## config.mk

```make
export PLATFORM = sky130hd
export DESIGN_NAME = cfpoly_mult
export DESIGN_NICKNAME = d
export VERILOG_FILES = /design/src/rtl/cfpm_pkg.sv /design/src/rtl/cfpm_feeder.sv /design/src/rtl/cfpm_cell.sv /design/src/rtl/cfpm_seq.sv /design/src/rtl/cfpoly_mult.sv
export SDC_FILE = /design/constraint.sdc
export NUM_CORES = 1
export LEC_CHECK = 0
export BUFFER_PORTS_ARGS = -buffer_cell sky130_fd_sc_hd__buf_2
export CAP_MARGIN = 20
export CELL_PAD_IN_SITES_DETAIL_PLACEMENT = 0
export CELL_PAD_IN_SITES_GLOBAL_PLACEMENT = 1
export CORE_MARGIN = 2
export CORE_UTILIZATION = 54
export DETAILED_ROUTE_END_ITERATION = 12
export GPL_TIMING_DRIVEN = 0
export MAX_ROUTING_LAYER = met4
export PLACE_DENSITY = 0.95
export SLEW_MARGIN = 25
export SYNTH_ARGS = -nofsm -noshare
export SYNTH_HDL_FRONTEND = slang
export SYNTH_HIERARCHICAL = 1
export SYNTH_SLANG_ARGS = --single-unit
export TNS_END_PERCENT = 5
```

## constraint.sdc

```tcl
create_clock -name clk -period 26.2 [get_ports clk]
set_input_delay 2.62 -clock clk [delete_from_list [all_inputs] [get_ports clk]]
set_output_delay 2.62 -clock clk [all_outputs]
set_load 0.02 [all_outputs]
```

## src/rtl/cfpm_pkg.sv

```systemverilog
`timescale 1ns/1ps
package cfpm_pkg;
    localparam int unsigned DEG_DEF = 3;
    localparam int unsigned CW_DEF  = 8;

    // Operand registers move on PH_SHIFT edges and hold on PH_HOLD edges.
    typedef enum logic {PH_SHIFT = 1'b0, PH_HOLD = 1'b1} phase_e;

    typedef struct packed {
        logic valid;
        logic last;
    } beat_flags_t;

    function automatic int unsigned sum_width(int unsigned cw, int unsigned deg);
        return 2 * cw + $clog2(deg + 1);
    endfunction
endpackage

```

## src/rtl/cfpm_feeder.sv

```systemverilog
`timescale 1ns/1ps
// Boundary queue: it is loaded with the remaining coefficients and releases
// one per shift, then zeros.
module cfpm_feeder #(
    parameter int unsigned DEPTH = 3,
    parameter int unsigned CW    = 8
) (
    input  logic                  clk,
    input  logic                  rst,
    input  logic                  load,
    input  logic                  shift,
    input  logic [DEPTH*CW-1:0]   load_vec,
    output logic [CW-1:0]         head
);
    logic [CW-1:0] q [DEPTH];

    always_ff @(posedge clk) begin
        if (rst) begin
            for (int i = 0; i < int'(DEPTH); i++) q[i] <= '0;
        end else if (load) begin
            for (int i = 0; i < int'(DEPTH); i++) q[i] <= load_vec[i*CW +: CW];
        end else if (shift) begin
            for (int i = 0; i < int'(DEPTH) - 1; i++) q[i] <= q[i+1];
            q[DEPTH-1] <= '0;
        end
    end

    assign head = q[0];
endmodule

```

## src/rtl/cfpm_cell.sv

```systemverilog
`timescale 1ns/1ps
// One cell: a right-moving and a left-moving operand register, plus two
// partial-sum stages (pair held here, pair crossing toward the right neighbour).
module cfpm_cell #(
    parameter int unsigned CW = 8,
    parameter int unsigned SW = 18
) (
    input  logic          clk,
    input  logic          rst,
    input  logic          load,
    input  logic          shift,
    input  logic [CW-1:0] a_init,
    input  logic [CW-1:0] b_init,
    input  logic [CW-1:0] a_from_left,
    input  logic [CW-1:0] b_from_right,
    input  logic [CW-1:0] b_ahead,
    input  logic [SW-1:0] meet_sum_in,
    input  logic [SW-1:0] pass_sum_in,
    output logic [CW-1:0] a_q,
    output logic [CW-1:0] b_q,
    output logic [SW-1:0] meet_sum_out,
    output logic [SW-1:0] pass_sum_out
);
    logic [2*CW-1:0] meet_prod;
    logic [2*CW-1:0] pass_prod;

    always_ff @(posedge clk) begin
        if (rst) begin
            a_q <= '0;
            b_q <= '0;
        end else if (load) begin
            a_q <= a_init;
            b_q <= b_init;
        end else if (shift) begin
            a_q <= a_from_left;
            b_q <= b_from_right;
        end
    end

    always_comb begin
        meet_prod    = a_q * b_q;
        pass_prod    = a_q * b_ahead;
        meet_sum_out = meet_sum_in + {{(SW-2*CW){1'b0}}, meet_prod};
        pass_sum_out = pass_sum_in + {{(SW-2*CW){1'b0}}, pass_prod};
    end
endmodule

```

## src/rtl/cfpm_seq.sv

```systemverilog
`timescale 1ns/1ps
// Burst sequencer: it accepts a start when idle, alternates the phases and
// frames the output window.
module cfpm_seq
    import cfpm_pkg::*;
#(
    parameter int unsigned DEG = 3
) (
    input  logic        clk,
    input  logic        rst,
    input  logic        start,
    output logic        busy,
    output logic        load,
    output logic        shift,
    output logic        sel_meet,
    output beat_flags_t flags
);
    localparam int unsigned FIRST_EDGE = DEG + 1;
    localparam int unsigned LAST_EDGE  = 3 * DEG + 1;
    localparam int unsigned CNTW       = $clog2(LAST_EDGE + 1);

    logic [CNTW-1:0] cnt;
    phase_e          ph;

    assign load     = start && !busy;
    assign shift    = busy && (ph == PH_SHIFT);
    assign sel_meet = (ph == PH_HOLD);

    always_ff @(posedge clk) begin
        if (rst) begin
            busy  <= 1'b0;
            ph    <= PH_SHIFT;
            cnt   <= '0;
            flags <= '0;
        end else if (load) begin
            busy  <= 1'b1;
            ph    <= PH_HOLD;
            cnt   <= CNTW'(1);
            flags <= '0;
        end else if (busy) begin
            ph          <= (ph == PH_HOLD) ? PH_SHIFT : PH_HOLD;
            cnt         <= cnt + 1'b1;
            flags.valid <= (cnt >= CNTW'(FIRST_EDGE)) && (cnt <= CNTW'(LAST_EDGE));
            flags.last  <= (cnt == CNTW'(LAST_EDGE));
            if (cnt == CNTW'(LAST_EDGE)) busy <= 1'b0;
        end else begin
            flags <= '0;
        end
    end
endmodule

```

## src/rtl/cfpoly_mult.sv

```systemverilog
`timescale 1ns/1ps
module cfpoly_mult
    import cfpm_pkg::*;
#(
    parameter  int unsigned DEG = DEG_DEF,
    parameter  int unsigned CW  = CW_DEF,
    localparam int unsigned SW  = sum_width(CW, DEG)
) (
    input  logic                  clk,
    input  logic                  rst,
    input  logic                  start,
    input  logic [(DEG+1)*CW-1:0] a_coefs,
    input  logic [(DEG+1)*CW-1:0] b_coefs,
    output logic [SW-1:0]         out_coef,
    output logic                  out_valid,
    output logic                  out_last
);
    localparam int unsigned NCELL = DEG + 1;

    logic        busy_w, load_w, shift_w, sel_meet_w;
    beat_flags_t flags_w;
    logic [CW-1:0] a_head, b_head;

    logic [CW-1:0] a_q      [NCELL];
    logic [CW-1:0] b_q      [NCELL];
    logic [CW-1:0] a_left_w [NCELL];
    logic [CW-1:0] b_right_w[NCELL];
    logic [CW-1:0] b_ahead_w[NCELL];
    logic [CW-1:0] a_init_w [NCELL];
    logic [CW-1:0] b_init_w [NCELL];
    logic [SW-1:0] meet_chain[NCELL+1];
    logic [SW-1:0] pass_chain[NCELL+1];

    cfpm_seq #(.DEG(DEG)) u_seq (
        .clk(clk), .rst(rst), .start(start), .busy(busy_w), .load(load_w),
        .shift(shift_w), .sel_meet(sel_meet_w), .flags(flags_w)
    );

    cfpm_feeder #(.DEPTH(DEG), .CW(CW)) u_feed_a (
        .clk(clk), .rst(rst), .load(load_w), .shift(shift_w),
        .load_vec(a_coefs[(DEG+1)*CW-1:CW]), .head(a_head)
    );

    cfpm_feeder #(.DEPTH(DEG), .CW(CW)) u_feed_b (
        .clk(clk), .rst(rst), .load(load_w), .shift(shift_w),
        .load_vec(b_coefs[(DEG+1)*CW-1:CW]), .head(b_head)
    );

    assign meet_chain[0] = '0;
    assign pass_chain[0] = '0;

    for (genvar p = 0; p < int'(NCELL); p++) begin : g_cell
        if (p == 0) begin : g_left_edge
            assign a_left_w[p] = a_head;
            assign a_init_w[p] = a_coefs[0 +: CW];
        end else begin : g_left_inner
            assign a_left_w[p] = a_q[p-1];
            assign a_init_w[p] = '0;
        end

        if (p == int'(DEG)) begin : g_right_edge
            assign b_right_w[p] = b_head;
            assign b_ahead_w[p] = '0;
            assign b_init_w[p]  = b_coefs[0 +: CW];
        end else begin : g_right_inner
            assign b_right_w[p] = b_q[p+1];
            assign b_ahead_w[p] = b_q[p+1];
            assign b_init_w[p]  = '0;
        end

        cfpm_cell #(.CW(CW), .SW(SW)) u_cell (
            .clk(clk), .rst(rst), .load(load_w), .shift(shift_w),
            .a_init(a_init_w[p]), .b_init(b_init_w[p]),
            .a_from_left(a_left_w[p]), .b_from_right(b_right_w[p]),
            .b_ahead(b_ahead_w[p]),
            .meet_sum_in(meet_chain[p]), .pass_sum_in(pass_chain[p]),
            .a_q(a_q[p]), .b_q(b_q[p]),
            .meet_sum_out(meet_chain[p+1]), .pass_sum_out(pass_chain[p+1])
        );
    end

    always_ff @(posedge clk) begin
        if (rst) begin
            out_coef <= '0;
        end else if (busy_w) begin
            out_coef <= sel_meet_w ? meet_chain[NCELL] : pass_chain[NCELL];
        end
    end

    assign out_valid = flags_w.valid;
    assign out_last  = flags_w.last;
endmodule

```

## Yosys cells after proc, flatten, opt, wreduce, memory -nomap -nowiden

Memory sizes are Yosys's and may differ from the RTL's.
Index checks and enable logic that the tools add are counted.

- Register bits after elaboration: 90
- RAM bits: 48
- Bits of input ports: 67
- Output and inout port bits: 20
- Memories: 2

Memories:

| memory | words | bits a word | rd ports | clocked after Yosys merged registers in | wr ports | RTL line | source |
|---|---|---|---|---|---|---|---|
| u_feed_a.q | 3 | 8 | 3 | 0 | 3 | cfpm_feeder.sv:15 | `logic [CW-1:0] q [DEPTH];` |
| u_feed_b.q | 3 | 8 | 3 | 0 | 3 | cfpm_feeder.sv:15 |  |

- $add $sub $neg: 6
- Multipliers: 7
- Magnitude comparators: 2
- Eq/ne operators: 1
- Multiplexer cells: 34
- Bitwise operators: 14
- Reduce and logical (&&, ||, !) cells: 8

Operator list:

| kind | number |
|---|---|
| 8-bit 2-to-1 mux | 16 |
| 8-bit by 8-bit multiplier with 16-bit output | 7 |
| 17-bit by 16-bit adder with 18-bit output | 2 |
| 16-bit by 16-bit adder with 17-bit output | 2 |
| 18-bit by 16-bit adder with 18-bit output | 1 |
| 18-bit 2-to-1 mux | 1 |
| 1-bit 2-to-1 mux | 17 |
| 1-bit OR | 12 |
| 4-bit by 1-bit adder with 4-bit output (second input constant) | 1 |
| 4-bit equality test (second input constant) | 1 |
| 4-bit by 3-bit >= comparator with 1-bit output (second input constant) | 1 |
| 4-bit <= comparator (second input constant) | 1 |
| 2-bit nonzero test | 2 |
| 1-bit logical AND | 3 |
| 3-bit OR reduction | 1 |
| 1-bit NOT | 2 |
| 2-bit OR reduction | 1 |
| 1-bit zero test | 1 |

## Logic depth before layout (Yosys ltp)

Gate-level depths: netlist (run 1).

- Word-level depth: 7
- Mapped depth: 56
- Depth with buffers taken out: 55

## Modules after synthesis

Netlist (run 1), hierarchy kept.

By module, submodules not included:

| module | times used | cells an instance | area an instance (um2) | seq. area each (um2) |
|---|---|---|---|---|
| cfpm_cell at g_cell[3].u_cell | 1 | 754 | 6095.8 | 320.3 |
| cfpm_cell at g_cell[0].u_cell | 1 | 743 | 6060.8 | 320.3 |
| cfpm_cell at g_cell[2].u_cell | 1 | 746 | 6033.3 | 320.3 |
| cfpm_cell at g_cell[1].u_cell | 1 | 729 | 5963.2 | 320.3 |
| cfpm_feeder | 2 | 65 | 1079.8 | 720.7 |
| cfpoly_mult | 1 | 81 | 805.8 | 360.3 |
| cfpm_seq | 1 | 36 | 345.3 | 160.2 |

## Least setup slack after synthesis (run 1)

Ideal clock, no wire load.

- Kind: reg2reg
- Start point: register g_cell[0].u_cell.a_q[5]
- End point: register out_coef[14]
- Library setup time: 0.086 ns
- Data arrival time: 12.949 ns
- Slack: 13.165 ns
- Stages on the path, launching flop included: 55
- Buffers on the path: 1
- Period minus slack after synthesis: 13.035 ns
- Cells stage by stage: dfxtp_1 > clkbuf_1 > nand2_1 > fa_1 > inv_1 > fa_1 > inv_1 > fa_1 > fa_1 > inv_1 > ha_1 > o21a_1 > o31a_1 > a21oi_1 > inv_1 > fa_1 > inv_1 > fa_1 > (+19 left out) > o21ai_1 > nor2b_1 > xnor2_1 > inv_1 > fa_1 > inv_1 > fa_1 > inv_1 > fa_1 > inv_1 > ha_1 > a21o_1 > a221o_1 > a211o_1 > a21oi_1 > xnor2_1 > mux2i_1 > a211oi_1

RTL lines:

| item | RTL line | source |
|---|---|---|
| from (decl) | cfpm_cell.sv:19 | `output logic [CW-1:0] a_q,` |
| from (signal assigned) | cfpm_cell.sv:32 | `a_q <= a_init;` |
| from (signal assigned) | cfpm_cell.sv:35 | `a_q <= a_from_left;` |
| to (signal assigned) | cfpoly_mult.sv:86 | `out_coef <= sel_meet_w ? meet_chain[NCELL] : pass_chain[NCELL];` |
| to (decl) | cfpoly_mult.sv:14 | `output logic [SW-1:0] out_coef,` |

==> results.json, run 1 <==
{
  "status": "complete, no violations",
  "grt.total_usage": 0.264,
  "required_ns": 26.58,
  "yosysWarnings": 6,
  "synth_top_family_by_area": "adder cells",
  "powerDensity_mw_per_mm2": 50.8,
  "p_int_mw": 0.773,
  "drv_cap": 0,
  "slew_violations": 0,
  "synth_most_common_cell": "inv_1",
  "critPathKind": "flop to flop",
  "place_ws_ns": 11.63,
  "cts.sink_count": 138,
  "p_leak_nw": 15.9,
  "syn_inst": 3219,
  "min_period_over_period": 0.554,
  "crit_fanout": 10,
  "insertedDiodeCount": 0,
  "synthSimpleGateAreaFrac": 0.161,
  "synth_compound_area_frac": 0.0936,
  "gp_congestion": 0.858,
  "io_pins": 87,
  "htreeDepth": 4,
  "fp.dieW_um": 230,
  "hold_class": "flop to flop",
  "cp-end-kind": "flop",
  "worst_pin_slew_ns": 0.972,
  "maxSlewHeadroom": 0.352,
  "core_mm2": 0.0502,
  "yosysSeqAreaShare": 0.118,
  "drtPass1Iterations": 5,
  "post-place-cells": 4111,
  "final_cell_area_mm2": 0.0298,
  "overflow": 0,
  "synthAdderAreaFrac": 0.438,
  "finalNonFillerCells": 4143,
  "cts_setup_buffers": 0,
  "cts_buffers": 17,
  "dp_hpwl_mm": 51.0,
  "yosys-top-cells-count": "inv_1 (776), fa_1 (400), ha_1 (321)",
  "cts_hold_buf": 0,
  "grt_pass1_wl_mm": 108,
  "drc_errors": 0,
  "hold_viol": 0,
  "ys_types": 78,
  "p_comb_frac": 0.656,
  "cts_tree": "done",
  "clk_latency_ns": 0.47,
  "cts_buffer_depth": 2,
  "drt_iter0_markers": 1298,
  "synth_area_per_cell_um2": 8.53,
  "wire_per_inst_um": 15.3,
  "fin_ws_ns": 11.70,
  "rsz0062_at_grt": "false",
  "dieArea_mm2": 0.0527,
  "root_buffer": "clkbuf_16",
  "finalClockSkew_ns": 0.0151,
  "ys_top_cells_by_area": "fa_1 (29%), ha_1 (15%), inv_1 (11%)",
  "area_growth_pct": 8.65,
  "startpoint_type": "flop",
  "vdd_drop_max_mv": 0.0660,
  "placed_cell_area_mm2": 0.0293,
  "p_clk_frac": 0.163,
  "clk_pin_slew_worst_paths_ns": 0.06,
  "power_switching_mw": 0.742,
  "fillers": 4500,
  "initial_core_util": 0.547,
  "drtAntennaViolNets": 0,
  "synth_edf_count": 48,
  "arrival_ns": 14.89,
  "synthXorXnorAreaFrac": 0.0300,
  "antenna_found_initial": 1,
  "max_stage_delay_ns": 0.66,
  "row_count": 82,
  "finalSetupTns_ns": 0,
  "portBuffers": 86,
  "grt_pass1_vias": 22091,
  "cts_resized": 0,
  "seqPwrFrac": 0.181,
  "drive_gt1_frac": 0.0611,
  "ys_ff_latch": 138,
  "viasPerCell": 5.13,
  "synth_mux_area_frac": 0.0310,
  "synth_area_leader_cell": "fa_1",
  "fin_crit_ns": 14.50,
  "swShare": 0.490,
  "yosysTopAreaCellShare": 0.292,
  "setup_violations": 0,
  "synthArstFlopShare": 0,
  "die_h_um": 230,
  "grt_max_degree": 25,
  "nets": 4246,
  "vias": 21243,
  "routed_wl_mm": 63.4,
  "crit_slowest_cell": "dfxtp_1",
  "max_freq_mhz": 68.9,
  "synth_top_flop_cell": "dfxtp_1",
  "synthesis.area_mm2": 0.0275
}
## worst max-delay path, delay by kind of cell, from the launching register on
family	cells	cell delay, ns
fa+ha+maj	19	8.98
xor+xnor	2	0.47
simple gates	2	0.29
mux	1	0.13
buf+inv	16	1.40
flops	1	0.66
compound gates	14	2.50
## sequential cells by signal, summed over array words and instances (netlist names)
register,count
g_cell.u_cell/a_q,32
g_cell.u_cell/b_q,32
out_coef,18
u_feed_a/q,24
u_feed_b/q,24
u_seq/busy,1
u_seq/cnt,4
u_seq/flags,2
u_seq/sel_meet,1
## cells in the final DEF, fill, tap and decap left out, types with 35 or more instances in the layout
cell type	count
ha_1	321
xnor2_1	58
buf_2	101
mux2i_1	85
xor2_1	36
a211oi_1	35
edfxtp_1	48
conb_1	134
clkbuf_1	71
inv_1	776
dfxtp_1	90
and2_1	282
a21oi_1	143
nand2_1	283
fa_1	400
nor2_1	204
o21ai_0	43
## layer usage
layer / track usage / up-vias / share of wire / routed length (um)
met5: - / - / 0 / 0
li1: - / 10307 / - / -
met3: 0.0510 / 83 / 0.065 / 4090
met4: 0.0694 / 0 / 0.020 / 1270
met2: 0.426 / 566 / 0.47 / 29700
met1: 0.341 / 10287 / 0.45 / 28400
## logic make-up after synthesis
kind of cell    count (synthesis)
simple gates                  906
buf+inv                       896
fa+ha+maj                     721
compound gates                378
flops                         138
xor+xnor                       94
mux                            85
other cells                     1
## area by class of cell
cell class / count / area, um2 / share of cell area
multi-input combinational: 2318 / 21200 / 0.711
inverter: 778 / 2920 / 0.0979
timing repair buffer: 87 / 450 / 0.0151
sequential: 138 / 3240 / 0.109
clock inverter: 13 / 141 / 0.00474
tap: 672 / 841 / 0.0282
buffer: 118 / 603 / 0.0202
clock buffer: 19 / 433 / 0.0145
## power groups by stage
stage	sequential, mW	combinational (mW)	clock [mW]
global placement	0.278	0.961	0
detailed placement	0.278	0.976	0
finish	0.274	0.994	0.247
floorplan	0.269	0.741	0
global route	0.277	1.15	0.260
CTS	0.274	0.979	0.252
## metrics by stage
step / power [mW] / utilization / hold slack [ns]
3_5_place_dp: 1.25 / 0.583 / 0.475
6_report: 1.52 / 0.595 / 0.482
5_1_grt: 1.68 / 0.595 / 0.503
4_1_cts: 1.50 / 0.595 / 0.483
3_3_place_gp: 1.24 / 0.583 / 0.475
2_1_floorplan: 1.01 / - / 0.475
## worst paths after layout
check	start	to	slack [ns]	depth (start not counted)
max	g_cell[0].u_cell/a_q[6]$_SDFFE_PP0P_	out_coef[16]$_SDFFE_PP0P_	11.70	54
min	out_coef[10]$_SDFFE_PP0P_	out_coef[10]$_SDFFE_PP0P_	0.48	2
max reg2reg	g_cell[0].u_cell/a_q[6]$_SDFFE_PP0P_	out_coef[16]$_SDFFE_PP0P_	11.70	54
min reg2reg	out_coef[10]$_SDFFE_PP0P_	out_coef[10]$_SDFFE_PP0P_	0.48	2
Power figures use the tool's default switching activity.
==> run 2: changes to the inputs <==
CORE_UTILIZATION = 46   (was 54)
PLACE_DENSITY = 0.89   (was 0.95)
clock period = 12.7 ns   (was 26.2 ns; I/O delays follow)
==> results.json, run 2 (same netlist as run 1, synthesis figures left out) <==
{
  "status": "complete, but fails checks",
  "violations": "setup timing",
  "swShare": 0.496,
  "crit_slowest_cell": "fa_1",
  "area_growth_pct": 12.4,
  "core_mm2": 0.0590,
  "path_buf_inv": 14,
  "cp-end-kind": "flop",
  "fin_crit_ns": 12.78,
  "p_clk_frac": 0.159,
  "grt_pass1_wl_mm": 110,
  "layout_commonest_cell": "inv_1",
  "reg2regPathDepth": 51,
  "drv_cap": 0,
  "hold_slack_ns": 0.490,
  "final_util": 0.523,
  "seqPwrFrac": 0.171,
  "r2r_start": "g_cell[0].u_cell/a_q[4]$_SDFFE_PP0P_",
  "grt_max_degree": 25,
  "initial_core_util": 0.465,
  "fp.dieW_um": 248,
  "p_int_mw": 1.66,
  "grtUsageMet1": 0.303,
  "cts_buffer_depth": 2,
  "rsz0062_at_grt": "true",
  "hold_class": "flop to flop",
  "placed_cell_area_mm2": 0.0295,
  "finalClockSkew_ns": 0.0296,
  "row_count": 89,
  "cp.depth": 51,
  "min_delay_worst_endpoint": "out_coef[1]$_SDFFE_PP0P_",
  "cts.sink_count": 138,
  "drt_iter0_markers": 1091,
  "vias": 21325,
  "top_usage_layer": "met2",
  "insertedDiodeCount": 0,
  "required_ns": 13.10,
  "p_comb_frac": 0.671,
  "io_pins": 87,
  "drc_errors": 0,
  "cts_hold_buf": 0,
  "worst_pin_slew_ns": 1.00,
  "setup_violations": 2,
  "finalNonFillerCells": 4282,
  "cts_buffers": 17,
  "antenna_found_initial": 0,
  "htreeDepth": 4,
  "gr-usage-met2": 0.383,
  "critPathKind": "flop to flop",
  "worst-r2r-setup-slack_ns": -0.08,
  "post-place-cells": 4212,
  "vdd_drop_max_mv": 0.173,
  "critPathMostFrequentCell": "fa_1",
  "grt_use_met3": 0.0294,
  "drive_gt1_frac": 0.107,
  "grt.total_usage": 0.231,
  "fin_ws_ns": -0.0824,
  "p_leak_nw": 16.3,
  "min_period_over_period": 1.01,
  "finalSetupTns_ns": -0.0869,
  "viasPerCell": 4.98,
  "routed_wl_mm": 65.7,
  "holdPathStages": 2,
  "portBuffers": 86,
  "hold_path_startpoint": "out_coef[1]$_SDFFE_PP0P_",
  "hold_viol": 0,
  "dieArea_mm2": 0.0617,
  "wire_per_inst_um": 15.4,
  "max_freq_mhz": 78.2,
  "layout_common_cells": "inv_1 (755), fa_1 (395), ha_1 (303)",
  "overflow": 0,
  "r2r-end": "out_coef[14]$_SDFFE_PP0P_",
  "final_cell_area_mm2": 0.0309,
  "clk_pin_slew_worst_paths_ns": 0.09,
  "drtPass1Iterations": 5,
  "slew_violations": 0,
  "die_h_um": 248,
  "arrival_ns": 13.18,
  "reg_top3": "g_cell.u_cell/a_q (32), g_cell.u_cell/b_q (32)",
  "cts_tree": "done",
  "drtAntennaViolNets": 0,
  "dp_hpwl_mm": 52.4,
  "nets": 4284,
  "cpLargestDelayFamily": "adder cells",
  "max_stage_delay_ns": 0.54,
  "clk_latency_ns": 0.47,
  "root_buffer": "clkbuf_16",
  "maxSlewHeadroom": 0.331,
  "gp_congestion": 0.874,
  "power_switching_mw": 1.64,
  "powerDensity_mw_per_mm2": 107,
  "crit_fanout": 6,
  "startpoint_type": "flop",
  "grt_pass1_vias": 21967
}
## run 2: changes by cell type in the layout (fill, tap and decap cells not counted), moves of 10 or more
cell	previous run	this run
buf_4	17	59
clkbuf_1	71	58
dfxtp_1	90	72
dfxtp_4	0	11
ha_1	321	303
ha_4	0	10
inv_1	776	755
inv_2	2	23
## run 2: how the worst max path moves through the flow
stage	start	endpoint	slack (ns)
6_report	g_cell[0].u_cell/a_q[4]$_SDFFE_PP0P_	out_coef[14]$_SDFFE_PP0P_	-0.08
5_1_grt	g_cell[0].u_cell/a_q[1]$_SDFFE_PP0P_	out_coef[14]$_SDFFE_PP0P_	-0.54
4_1_cts	g_cell[0].u_cell/b_q[1]$_SDFFE_PP0P_	out_coef[15]$_SDFFE_PP0P_	-0.16
3_5_place_dp	g_cell[0].u_cell/a_q[7]$_SDFFE_PP0P_	out_coef[15]$_SDFFE_PP0P_	-1.49
3_3_place_gp	g_cell[0].u_cell/a_q[7]$_SDFFE_PP0P_	out_coef[15]$_SDFFE_PP0P_	-1.36
2_1_floorplan	g_cell[0].u_cell/a_q[2]$_SDFFE_PP0P_	out_coef[15]$_SDFFE_PP0P_	0.008
## run 2: layer usage
metal | vias up | share of wire | wire length (um)
met3 | 75 | 0.041 | 2720
met4 | 0 | 0.017 | 1140
met5 | - | 0 | 0
li1 | 10395 | - | -
met1 | 10470 | 0.46 | 30200
met2 | 385 | 0.48 | 31700
## run 2: cell type report
type	instances	area, um2
Clock buffer	17	425
Timing Repair Buffer	132	807
Tap cell	773	967
Sequential cell	138	3290
Fill cell	5575	28100
Inverter	778	2920
Clock inverter	15	176
Buffer	111	683
Multi-Input combinational cell	2318	21600
## run 2: through the flow
step / worst slack [ns] / total power, mW
after detailed placement: -1.49 / 2.62
after global routing: -0.538 / 3.65
after CTS: -0.159 / 3.22
final: -0.0824 / 3.30
after global placement: -1.36 / 2.59
after floorplan: 0.00768 / 2.10
## run 2: tightest hold or removal path: stages, from the launching register on
cell and delay (ns):
dfxtp_1 0.32, nor2_1 0.08, a211oi_1 0.05
## run 2: timing repair
| action | CTS | global route |
|---|---|---|
| resized for setup | 85 | 57 |
| setup endpoints to repair | 11 | 10 |
| setup buffers | 37 | 8 |
| pin swaps | 52 | 59 |
## run 2: power by group through the flow
stage                     registers [mW]  logic, mW  clock network (mW)
after floorplan                    0.556       1.54                   0
after global placement             0.575       2.02                   0
after detailed placement           0.576       2.04                   0
after CTS                          0.562       2.12               0.538
after global routing               0.570       2.53               0.550
final                              0.564       2.22               0.524
